### config.mk
export PLATFORM = sky130hd
export DESIGN_NAME = rs_station
export DESIGN_NICKNAME = d
export VERILOG_FILES = /design/src/rtl/rs_pkg.sv /design/src/rtl/rs_alloc.sv /design/src/rtl/rs_rename.sv /design/src/rtl/rs_age.sv /design/src/rtl/rs_station.sv
export SDC_FILE = /design/constraint.sdc
export NUM_CORES = 1
export LEC_CHECK = 0
export ABC_AREA = 1
export BUFFER_PORTS_ARGS = -buffer_cell sky130_fd_sc_hd__buf_2
export CAP_MARGIN = 15
export CORE_AREA = 5 5 164 166
export CTS_CLUSTER_DIAMETER = 150
export CTS_CLUSTER_SIZE = 10
export DETAILED_ROUTE_END_ITERATION = 6
export DIE_AREA = 0 0 169 171
export PLACE_DENSITY = 0.63
export SYNTH_ARGS = -nofsm -noshare
export SYNTH_HDL_FRONTEND = slang
export SYNTH_HIERARCHICAL = 1
export SYNTH_SLANG_ARGS = --single-unit
### constraint.sdc
create_clock -name clk -period 3.2 [get_ports clk]
set_input_delay 0.48 -clock clk [delete_from_list [all_inputs] [get_ports clk]]
set_output_delay 0.48 -clock clk [all_outputs]
set_load 0.01 [all_outputs]
### src/rtl/rs_pkg.sv
package rs_pkg;
  // Chip-wide producer tag width
  localparam int unsigned TAG_W = 4;

  typedef logic [TAG_W-1:0] tag_t;

  // One dependency: pending flag plus the awaited producer tag
  typedef struct packed {
    logic pend;
    tag_t tag;
  } dep_t;

  // One station entry
  typedef struct packed {
    logic occ;
    logic sent;
    tag_t tag;
    dep_t src_a;
    dep_t src_b;
    dep_t flg;
  } slot_t;
endpackage

### src/rtl/rs_alloc.sv
module rs_alloc #(
  parameter int unsigned NUM_ENTRIES = 4,
  parameter int unsigned ISSUE_W     = 2,
  localparam int unsigned IDX_W  = (NUM_ENTRIES > 1) ? $clog2(NUM_ENTRIES) : 1,
  localparam int unsigned FREE_W = $clog2(NUM_ENTRIES + 1)
) (
  input  logic [NUM_ENTRIES-1:0]           occ,
  input  logic [ISSUE_W-1:0]               slot_vld,
  output logic [ISSUE_W-1:0]               slot_hit,
  output logic [ISSUE_W-1:0][IDX_W-1:0]    slot_ent,
  output logic [FREE_W-1:0]                free_cnt
);
  logic [NUM_ENTRIES-1:0] taken;

  // Lowest free entry per valid slot, slots served in program order
  always_comb begin
    taken = occ;
    for (int s = 0; s < ISSUE_W; s++) begin
      slot_ent[s] = '0;
      slot_hit[s] = 1'b0;
      if (slot_vld[s]) begin
        for (int e = 0; e < NUM_ENTRIES; e++) begin
          if (!taken[e] && !slot_hit[s]) begin
            slot_ent[s] = IDX_W'(e);
            slot_hit[s] = 1'b1;
            taken[e]    = 1'b1;
          end
        end
      end
    end
  end

  always_comb begin
    free_cnt = '0;
    for (int e = 0; e < NUM_ENTRIES; e++)
      if (!occ[e]) free_cnt = free_cnt + FREE_W'(1);
  end
endmodule

### src/rtl/rs_rename.sv
module rs_rename
  import rs_pkg::*;
#(
  parameter int unsigned NUM_REGS = 8,
  parameter int unsigned ISSUE_W  = 2,
  parameter int unsigned WB_W     = 2,
  localparam int unsigned REG_W = (NUM_REGS > 1) ? $clog2(NUM_REGS) : 1
) (
  input  logic                           clk,
  input  logic                           rst_n,
  input  logic                           accept,
  input  logic [ISSUE_W-1:0]             slot_vld,
  input  logic [ISSUE_W-1:0][TAG_W-1:0]  tag,
  input  logic [ISSUE_W-1:0]             src_a_use,
  input  logic [ISSUE_W-1:0][REG_W-1:0]  src_a,
  input  logic [ISSUE_W-1:0]             src_b_use,
  input  logic [ISSUE_W-1:0][REG_W-1:0]  src_b,
  input  logic [ISSUE_W-1:0]             dst_we,
  input  logic [ISSUE_W-1:0][REG_W-1:0]  dst,
  input  logic [ISSUE_W-1:0]             flag_rd,
  input  logic [ISSUE_W-1:0]             flag_wr,
  input  logic [WB_W-1:0]                wb_valid,
  input  logic [WB_W-1:0][TAG_W-1:0]     wb_tag,
  output dep_t                           dep_a [ISSUE_W],
  output dep_t                           dep_b [ISSUE_W],
  output dep_t                           dep_f [ISSUE_W]
);
  dep_t reg_tab  [NUM_REGS];
  dep_t tab_live [NUM_REGS];
  dep_t tab_nxt  [NUM_REGS];
  dep_t cc_q, cc_live, cc_nxt;

  // Status after this cycle's write-backs (same-cycle bypass)
  always_comb begin
    for (int r = 0; r < NUM_REGS; r++) begin
      tab_live[r] = reg_tab[r];
      for (int w = 0; w < WB_W; w++)
        if (wb_valid[w] && reg_tab[r].pend && wb_tag[w] == reg_tab[r].tag)
          tab_live[r].pend = 1'b0;
    end
    cc_live = cc_q;
    for (int w = 0; w < WB_W; w++)
      if (wb_valid[w] && cc_q.pend && wb_tag[w] == cc_q.tag)
        cc_live.pend = 1'b0;
  end

  // Per-slot lookup, earlier slots of the group override the table
  always_comb begin
    for (int s = 0; s < ISSUE_W; s++) begin
      dep_a[s] = src_a_use[s] ? tab_live[src_a[s]] : '0;
      dep_b[s] = src_b_use[s] ? tab_live[src_b[s]] : '0;
      dep_f[s] = flag_rd[s]   ? cc_live            : '0;
      for (int p = 0; p < s; p++) begin
        if (slot_vld[p] && dst_we[p] && src_a_use[s] && dst[p] == src_a[s])
          dep_a[s] = '{pend: 1'b1, tag: tag[p]};
        if (slot_vld[p] && dst_we[p] && src_b_use[s] && dst[p] == src_b[s])
          dep_b[s] = '{pend: 1'b1, tag: tag[p]};
        if (slot_vld[p] && flag_wr[p] && flag_rd[s])
          dep_f[s] = '{pend: 1'b1, tag: tag[p]};
      end
    end
  end

  // Table update: clear on write-back, then latest writer in the group wins
  always_comb begin
    for (int r = 0; r < NUM_REGS; r++) tab_nxt[r] = tab_live[r];
    cc_nxt = cc_live;
    if (accept) begin
      for (int s = 0; s < ISSUE_W; s++) begin
        if (slot_vld[s] && dst_we[s]) tab_nxt[dst[s]] = '{pend: 1'b1, tag: tag[s]};
        if (slot_vld[s] && flag_wr[s]) cc_nxt = '{pend: 1'b1, tag: tag[s]};
      end
    end
  end

  always_ff @(posedge clk or negedge rst_n) begin
    if (!rst_n) begin
      for (int r = 0; r < NUM_REGS; r++) reg_tab[r] <= '0;
      cc_q <= '0;
    end else begin
      for (int r = 0; r < NUM_REGS; r++) reg_tab[r] <= tab_nxt[r];
      cc_q <= cc_nxt;
    end
  end
endmodule

### src/rtl/rs_age.sv
module rs_age #(
  parameter int unsigned NUM_ENTRIES = 4,
  parameter int unsigned ISSUE_W     = 2,
  localparam int unsigned IDX_W = (NUM_ENTRIES > 1) ? $clog2(NUM_ENTRIES) : 1
) (
  input  logic                          clk,
  input  logic                          rst_n,
  input  logic [NUM_ENTRIES-1:0]        occ,
  input  logic [ISSUE_W-1:0]            alloc_en,
  input  logic [ISSUE_W-1:0][IDX_W-1:0] alloc_ent,
  input  logic [NUM_ENTRIES-1:0]        cand,
  output logic [NUM_ENTRIES-1:0]        pick,
  output logic [IDX_W-1:0]              pick_idx
);
  // older_q[i][j] set: entry i was allocated before entry j
  logic [NUM_ENTRIES-1:0] older_q [NUM_ENTRIES];
  logic [NUM_ENTRIES-1:0] older_d [NUM_ENTRIES];
  logic [NUM_ENTRIES-1:0] prior;

  always_comb begin
    for (int i = 0; i < NUM_ENTRIES; i++) older_d[i] = older_q[i];
    for (int s = 0; s < ISSUE_W; s++)
      if (alloc_en[s]) older_d[alloc_ent[s]] = '0;
    prior = occ;
    for (int s = 0; s < ISSUE_W; s++) begin
      if (alloc_en[s]) begin
        for (int j = 0; j < NUM_ENTRIES; j++)
          older_d[j][alloc_ent[s]] = prior[j];
        prior[alloc_ent[s]] = 1'b1;
      end
    end
  end

  always_ff @(posedge clk or negedge rst_n) begin
    if (!rst_n) for (int i = 0; i < NUM_ENTRIES; i++) older_q[i] <= '0;
    else        for (int i = 0; i < NUM_ENTRIES; i++) older_q[i] <= older_d[i];
  end

  // Oldest candidate: no other candidate is older than it
  always_comb begin
    pick_idx = '0;
    for (int i = 0; i < NUM_ENTRIES; i++) begin
      pick[i] = cand[i];
      for (int j = 0; j < NUM_ENTRIES; j++)
        if (j != i && cand[j] && older_q[j][i]) pick[i] = 1'b0;
      if (pick[i]) pick_idx = IDX_W'(i);
    end
  end
endmodule

### src/rtl/rs_station.sv
module rs_station
  import rs_pkg::*;
#(
  parameter int unsigned NUM_ENTRIES = 4,
  parameter int unsigned ISSUE_W     = 2,
  parameter int unsigned WB_W        = 2,
  parameter int unsigned NUM_REGS    = 8,
  localparam int unsigned IDX_W  = (NUM_ENTRIES > 1) ? $clog2(NUM_ENTRIES) : 1,
  localparam int unsigned REG_W  = (NUM_REGS > 1) ? $clog2(NUM_REGS) : 1,
  localparam int unsigned FREE_W = $clog2(NUM_ENTRIES + 1)
) (
  input  logic                            clk,
  input  logic                            rst_n,
  input  logic                            iss_valid,
  output logic                            iss_ready,
  input  logic [ISSUE_W-1:0]              iss_slot_vld,
  input  logic [ISSUE_W-1:0][TAG_W-1:0]   iss_tag,
  input  logic [ISSUE_W-1:0]              iss_src_a_use,
  input  logic [ISSUE_W-1:0][REG_W-1:0]   iss_src_a,
  input  logic [ISSUE_W-1:0]              iss_src_b_use,
  input  logic [ISSUE_W-1:0][REG_W-1:0]   iss_src_b,
  input  logic [ISSUE_W-1:0]              iss_dst_we,
  input  logic [ISSUE_W-1:0][REG_W-1:0]   iss_dst,
  input  logic [ISSUE_W-1:0]              iss_flag_rd,
  input  logic [ISSUE_W-1:0]              iss_flag_wr,
  output logic                            dsp_valid,
  input  logic                            dsp_ready,
  output logic [TAG_W-1:0]                dsp_tag,
  input  logic [WB_W-1:0]                 wb_valid,
  input  logic [WB_W-1:0][TAG_W-1:0]      wb_tag,
  output logic [FREE_W-1:0]               free_cnt
);
  slot_t ent_q [NUM_ENTRIES];
  slot_t ent_d [NUM_ENTRIES];

  logic [NUM_ENTRIES-1:0]        occ, cand, pick;
  logic [IDX_W-1:0]              pick_idx;
  logic [ISSUE_W-1:0]            slot_hit;
  logic [ISSUE_W-1:0][IDX_W-1:0] slot_ent;
  logic [ISSUE_W-1:0]            alloc_en;
  logic                          accept, fire;
  dep_t                          dep_a [ISSUE_W];
  dep_t                          dep_b [ISSUE_W];
  dep_t                          dep_f [ISSUE_W];

  always_comb begin
    for (int e = 0; e < NUM_ENTRIES; e++) begin
      occ[e]  = ent_q[e].occ;
      cand[e] = ent_q[e].occ && !ent_q[e].sent &&
                !ent_q[e].src_a.pend && !ent_q[e].src_b.pend && !ent_q[e].flg.pend;
    end
  end

  rs_alloc #(.NUM_ENTRIES(NUM_ENTRIES), .ISSUE_W(ISSUE_W)) u_alloc (
    .occ      (occ),
    .slot_vld (iss_slot_vld),
    .slot_hit (slot_hit),
    .slot_ent (slot_ent),
    .free_cnt (free_cnt)
  );

  assign iss_ready = (int'(free_cnt) >= int'(ISSUE_W));
  assign accept    = iss_valid && iss_ready;
  assign alloc_en  = accept ? slot_hit : '0;

  rs_rename #(.NUM_REGS(NUM_REGS), .ISSUE_W(ISSUE_W), .WB_W(WB_W)) u_rename (
    .clk       (clk),
    .rst_n     (rst_n),
    .accept    (accept),
    .slot_vld  (iss_slot_vld),
    .tag       (iss_tag),
    .src_a_use (iss_src_a_use),
    .src_a     (iss_src_a),
    .src_b_use (iss_src_b_use),
    .src_b     (iss_src_b),
    .dst_we    (iss_dst_we),
    .dst       (iss_dst),
    .flag_rd   (iss_flag_rd),
    .flag_wr   (iss_flag_wr),
    .wb_valid  (wb_valid),
    .wb_tag    (wb_tag),
    .dep_a     (dep_a),
    .dep_b     (dep_b),
    .dep_f     (dep_f)
  );

  rs_age #(.NUM_ENTRIES(NUM_ENTRIES), .ISSUE_W(ISSUE_W)) u_age (
    .clk       (clk),
    .rst_n     (rst_n),
    .occ       (occ),
    .alloc_en  (alloc_en),
    .alloc_ent (slot_ent),
    .cand      (cand),
    .pick      (pick),
    .pick_idx  (pick_idx)
  );

  assign dsp_valid = |cand;
  assign dsp_tag   = ent_q[pick_idx].tag;
  assign fire      = dsp_valid && dsp_ready;

  // Entry update: wake-up, free, mark sent, allocate
  always_comb begin
    for (int e = 0; e < NUM_ENTRIES; e++) begin
      logic done;
      ent_d[e] = ent_q[e];
      done     = 1'b0;
      for (int w = 0; w < WB_W; w++) begin
        if (wb_valid[w]) begin
          if (ent_q[e].src_a.pend && ent_q[e].src_a.tag == wb_tag[w]) ent_d[e].src_a.pend = 1'b0;
          if (ent_q[e].src_b.pend && ent_q[e].src_b.tag == wb_tag[w]) ent_d[e].src_b.pend = 1'b0;
          if (ent_q[e].flg.pend   && ent_q[e].flg.tag   == wb_tag[w]) ent_d[e].flg.pend   = 1'b0;
          if (ent_q[e].occ && ent_q[e].tag == wb_tag[w]) done = 1'b1;
        end
      end
      if (fire && pick[e]) ent_d[e].sent = 1'b1;
      if (done) ent_d[e] = '0;
      for (int s = 0; s < ISSUE_W; s++) begin
        if (alloc_en[s] && slot_ent[s] == IDX_W'(e))
          ent_d[e] = '{occ: 1'b1, sent: 1'b0, tag: iss_tag[s],
                       src_a: dep_a[s], src_b: dep_b[s], flg: dep_f[s]};
      end
    end
  end

  always_ff @(posedge clk or negedge rst_n) begin
    if (!rst_n) for (int e = 0; e < NUM_ENTRIES; e++) ent_q[e] <= '0;
    else        for (int e = 0; e < NUM_ENTRIES; e++) ent_q[e] <= ent_d[e];
  end
endmodule

==> impl_metrics.ini <==
[synthesis]
synth_fp_nets = 2047
yosysTopAreaCell = dfrtp_1
synth_warnings = 6
syn_area_per_cell_sq_um = 6.251
ys_types = 45
synthArstFlopShare_pct = 100.0
synth_area_sq_mm = 0.01245
synth_edf_count = 0
synth_ff_type = dfrtp_1
yosysTopAreaCellShare_pct = 28.35
seq_area_frac_synth_pct = 28.35
synth_area_leaders = dfrtp_1 28%, nand2_1 15%, o21ai_0 11%
yosys_register_bits = 141
syn-instance-count = 1991

[pwr]
intPower_mw = 5.960
p_clk_share_pct = 17.2
peakVddDrop_mv = 1.109
p_leak_nw = 6.693
switching_share_pct = 50.17
power_frac_seq_pct = 29.9
switching_power_mw = 6.001
comb_power_share_pct = 52.9
total_power_mw = 11.96
power.density_mw_per_mm2 = 880.2

[timing]
min_period_over_period_pct = 93.49
hold_viol_final = 0
worst_slew_pin_slew_ns = 0.7585
period_needed_ns = 2.992
setup_viol = 0
fin_hold_ws_ns = 0.04720
max_freq_mhz = 334.3
final.setup.tns_ns = 0
slew_headroom_pct = 49.10
slew_viol_final = 0
fin_skew_ns = 0.01216

[floorplan]
core_sq_mm = 0.02547
initial_core_util_pct = 48.87
die_h_microns = 171
ios = 61
die_width_microns = 169
dieArea_sq_mm = 0.02890
fp-row-count = 59

[cells_and_area]
area_growth_pct = 9.178
drive_above_1_share_pct = 12.43
multi_input_area_sq_mm = 0.007473
n_fill_cell = 2626
nets = 2079
diodes = 0
regArea_sq_mm = 0.003531

[routing]
drt_iter0_markers = 1839
firstDrtPassIters = 6
avgViaCountPerCell = 5.823
drc = 0
routed_wl_microns = 47900
wl_per_cell_microns = 20.20
drtAntennaViolNets = 0
via_count = 13810

[worst_setup_path]
cp-startpoint = ent_q[83]
timing.rr.start = ent_q[62]
reg2reg_to = ent_q[12]
crit_type = flop to primary output
crit_arrival_ns = 2.51
reg2regPathDepth = 16
crit_fanout = 11
cp-end-kind = primary output
r2r_slack_ns = 0.31
critPathLaunchType = flop
cp.required_ns = 2.72

[clock_tree]
cts_num_sinks = 141
clk_pin_slew_worst_paths_ns = 0.06
clk_latency_ns = 0.44
cts_hold_buf = 0
htreeDepth = 4
cts_tree = built
cts_root_buf = clkbuf_16
cts_buffer_depth = 2
cts_buffers = 17

[placement]
dp_hpwl_microns = 35250
io_buffers = 60
gp_congestion = 0.9980

[grt]
antenna_found_initial = 0
grt_util_all_layers_pct = 33.04
grt_pass1_wl_microns = 73790
grt_max_degree = 77
grt_overflow = 0
grt_pass1_vias = 12460

[worst_hold_path]
min_path_type = input port to async pin

[job]
maxCapViolCount = 0

[status]
status = completed
cell families (layout without fill, tap and decap cells):
logic type / Yosys count / count (layout) / synth area share (%)
AND/OR/NAND/NOR: 917 / 917 / 31.28
AO/OA/AOI/OAI: 547 / 547 / 24.13
buffers and inverters: 325 / 370 / 11.77
flip-flops: 141 / 141 / 28.35
XOR/XNOR: 57 / 57 / 4.072
adder cells (fa/ha/maj): 4 / 4 / 0.4021
critical path, stage by stage, from the launching register on:
cell     delay, ns
dfrtp_1       0.34
buf_4         0.16
inv_1         0.06
nor2_1        0.11
nand4_1       0.14
inv_1         0.14
nand2_1       0.06
nand4_1       0.15
nand2_1       0.11
nand2_4       0.14
inv_2         0.11
a21oi_1       0.15
o21ai_0       0.10
o21ai_0       0.11
buf_2         0.17
cell usage after synthesis (2+ instances only):
| master | number |
|---|---|
| a21oi_2 | 5 |
| a21boi_0 | 2 |
| clkbuf_1 | 21 |
| o211ai_1 | 26 |
| o21ai_2 | 39 |
| nand2_2 | 8 |
| a21oi_1 | 106 |
| nor2_8 | 2 |
| xnor2_1 | 42 |
| nor2_2 | 10 |
| nand2_1 | 513 |
| inv_1 | 207 |
| nand3_2 | 10 |
| buf_6 | 19 |
| o21ai_0 | 266 |
| buf_4 | 16 |
| nand3_1 | 143 |
| inv_4 | 2 |
| nand3_4 | 3 |
| nand3b_1 | 2 |
| a31oi_1 | 12 |
| xor2_1 | 14 |
| nand4_1 | 10 |
| nor2_4 | 2 |
| o21ai_1 | 83 |
| nor3_1 | 5 |
| ha_1 | 4 |
| clkbuf_2 | 3 |
| buf_2 | 27 |
| nor2_1 | 203 |
| dfrtp_1 | 141 |
| o22ai_1 | 5 |
| inv_2 | 28 |
power by group through the flow:
stage	clock network (mW)	registers (mW)	logic, mW
after detailed placement	0	3.55	6.16
after CTS	2.07	3.52	6.19
after global placement	0	3.54	6.06
after floorplan	0	3.16	4.66
after global routing	2.15	3.65	7.07
final	2.06	3.57	6.33
timing repair:
item | 4_1_cts | 5_1_grt
gates resized for setup | 2 | 7
cloned | 0 | 0
setup buffers | 0 | 2
setup endpoints to repair | 4 | 19
worst max path at each step:
stage | to | slack, ns | cells past startpoint
CTS | dsp_tag[1] | 0.02 | 13
global route | dsp_tag[1] | -0.002 | 14
floorplan | ent_q[73] | 0.47 | 15
detailed placement | ent_q[12] | 0.22 | 16
global placement | ent_q[10] | 0.30 | 16
finish | dsp_tag[1] | 0.21 | 14
sequential cells by signal (all words and copies together), names as in the netlist:
signal,cells
u_rename/reg_tab,40
ent_q,84
u_rename/cc_q,1
u_rename/cc_live,4
u_age/older_q,12
layout make-up:
| type | instances | share of cell area [%] |
|---|---|---|
| Inverter | 238 | 6.611 |
| Multi-Input combinational cell | 1525 | 55.00 |
| Clock inverter | 13 | 0.9669 |
| Clock buffer | 19 | 3.333 |
| Sequential cell | 141 | 25.99 |
| Tap cell | 335 | 3.085 |
| Timing Repair Buffer | 100 | 5.018 |
through the flow:
step                      util [%]  cells  instance area (sq um)  setup slack, ns
after detailed placement     50.91   2337                  12960           0.2230
final                        53.35   2371                  13590           0.2083
after global routing         53.35   2371                  13590        -0.002040
after global placement       50.91   2337                  12960           0.2976
after floorplan                  -   1991                  12450           0.4693
after CTS                    53.21   2369                  13550          0.01910
cell usage in the layout, fill, tap and decap left out, drive strengths merged:
cell      instances
nand3           156
xnor2            42
clkbuf           19
o22ai             5
o211ai           26
a31oi            12
clkinv            4
ha                4
o21a              1
nand2           523
nand3b            2
bufinv            1
and2              1
a21boi            3
nor3              5
or2               2
nand4            10
dfrtp           141
a21oi           111
nor2            217
buf             100
a221oi            1
o21ai           388
clkinvlp          4
xor2             15
nor4              1
inv             242
layer usage:
layer / vias up / track usage [%] / share of wire, %
met4: 0 / 8.260 / 2.1
met1: 6441 / 49.60 / 44
met5: - / 0 / 0
met3: 89 / 6.608 / 12
li1: 6555 / - / -
met2: 722 / 48.79 / 42
Power figures use the tool's default switching activity.
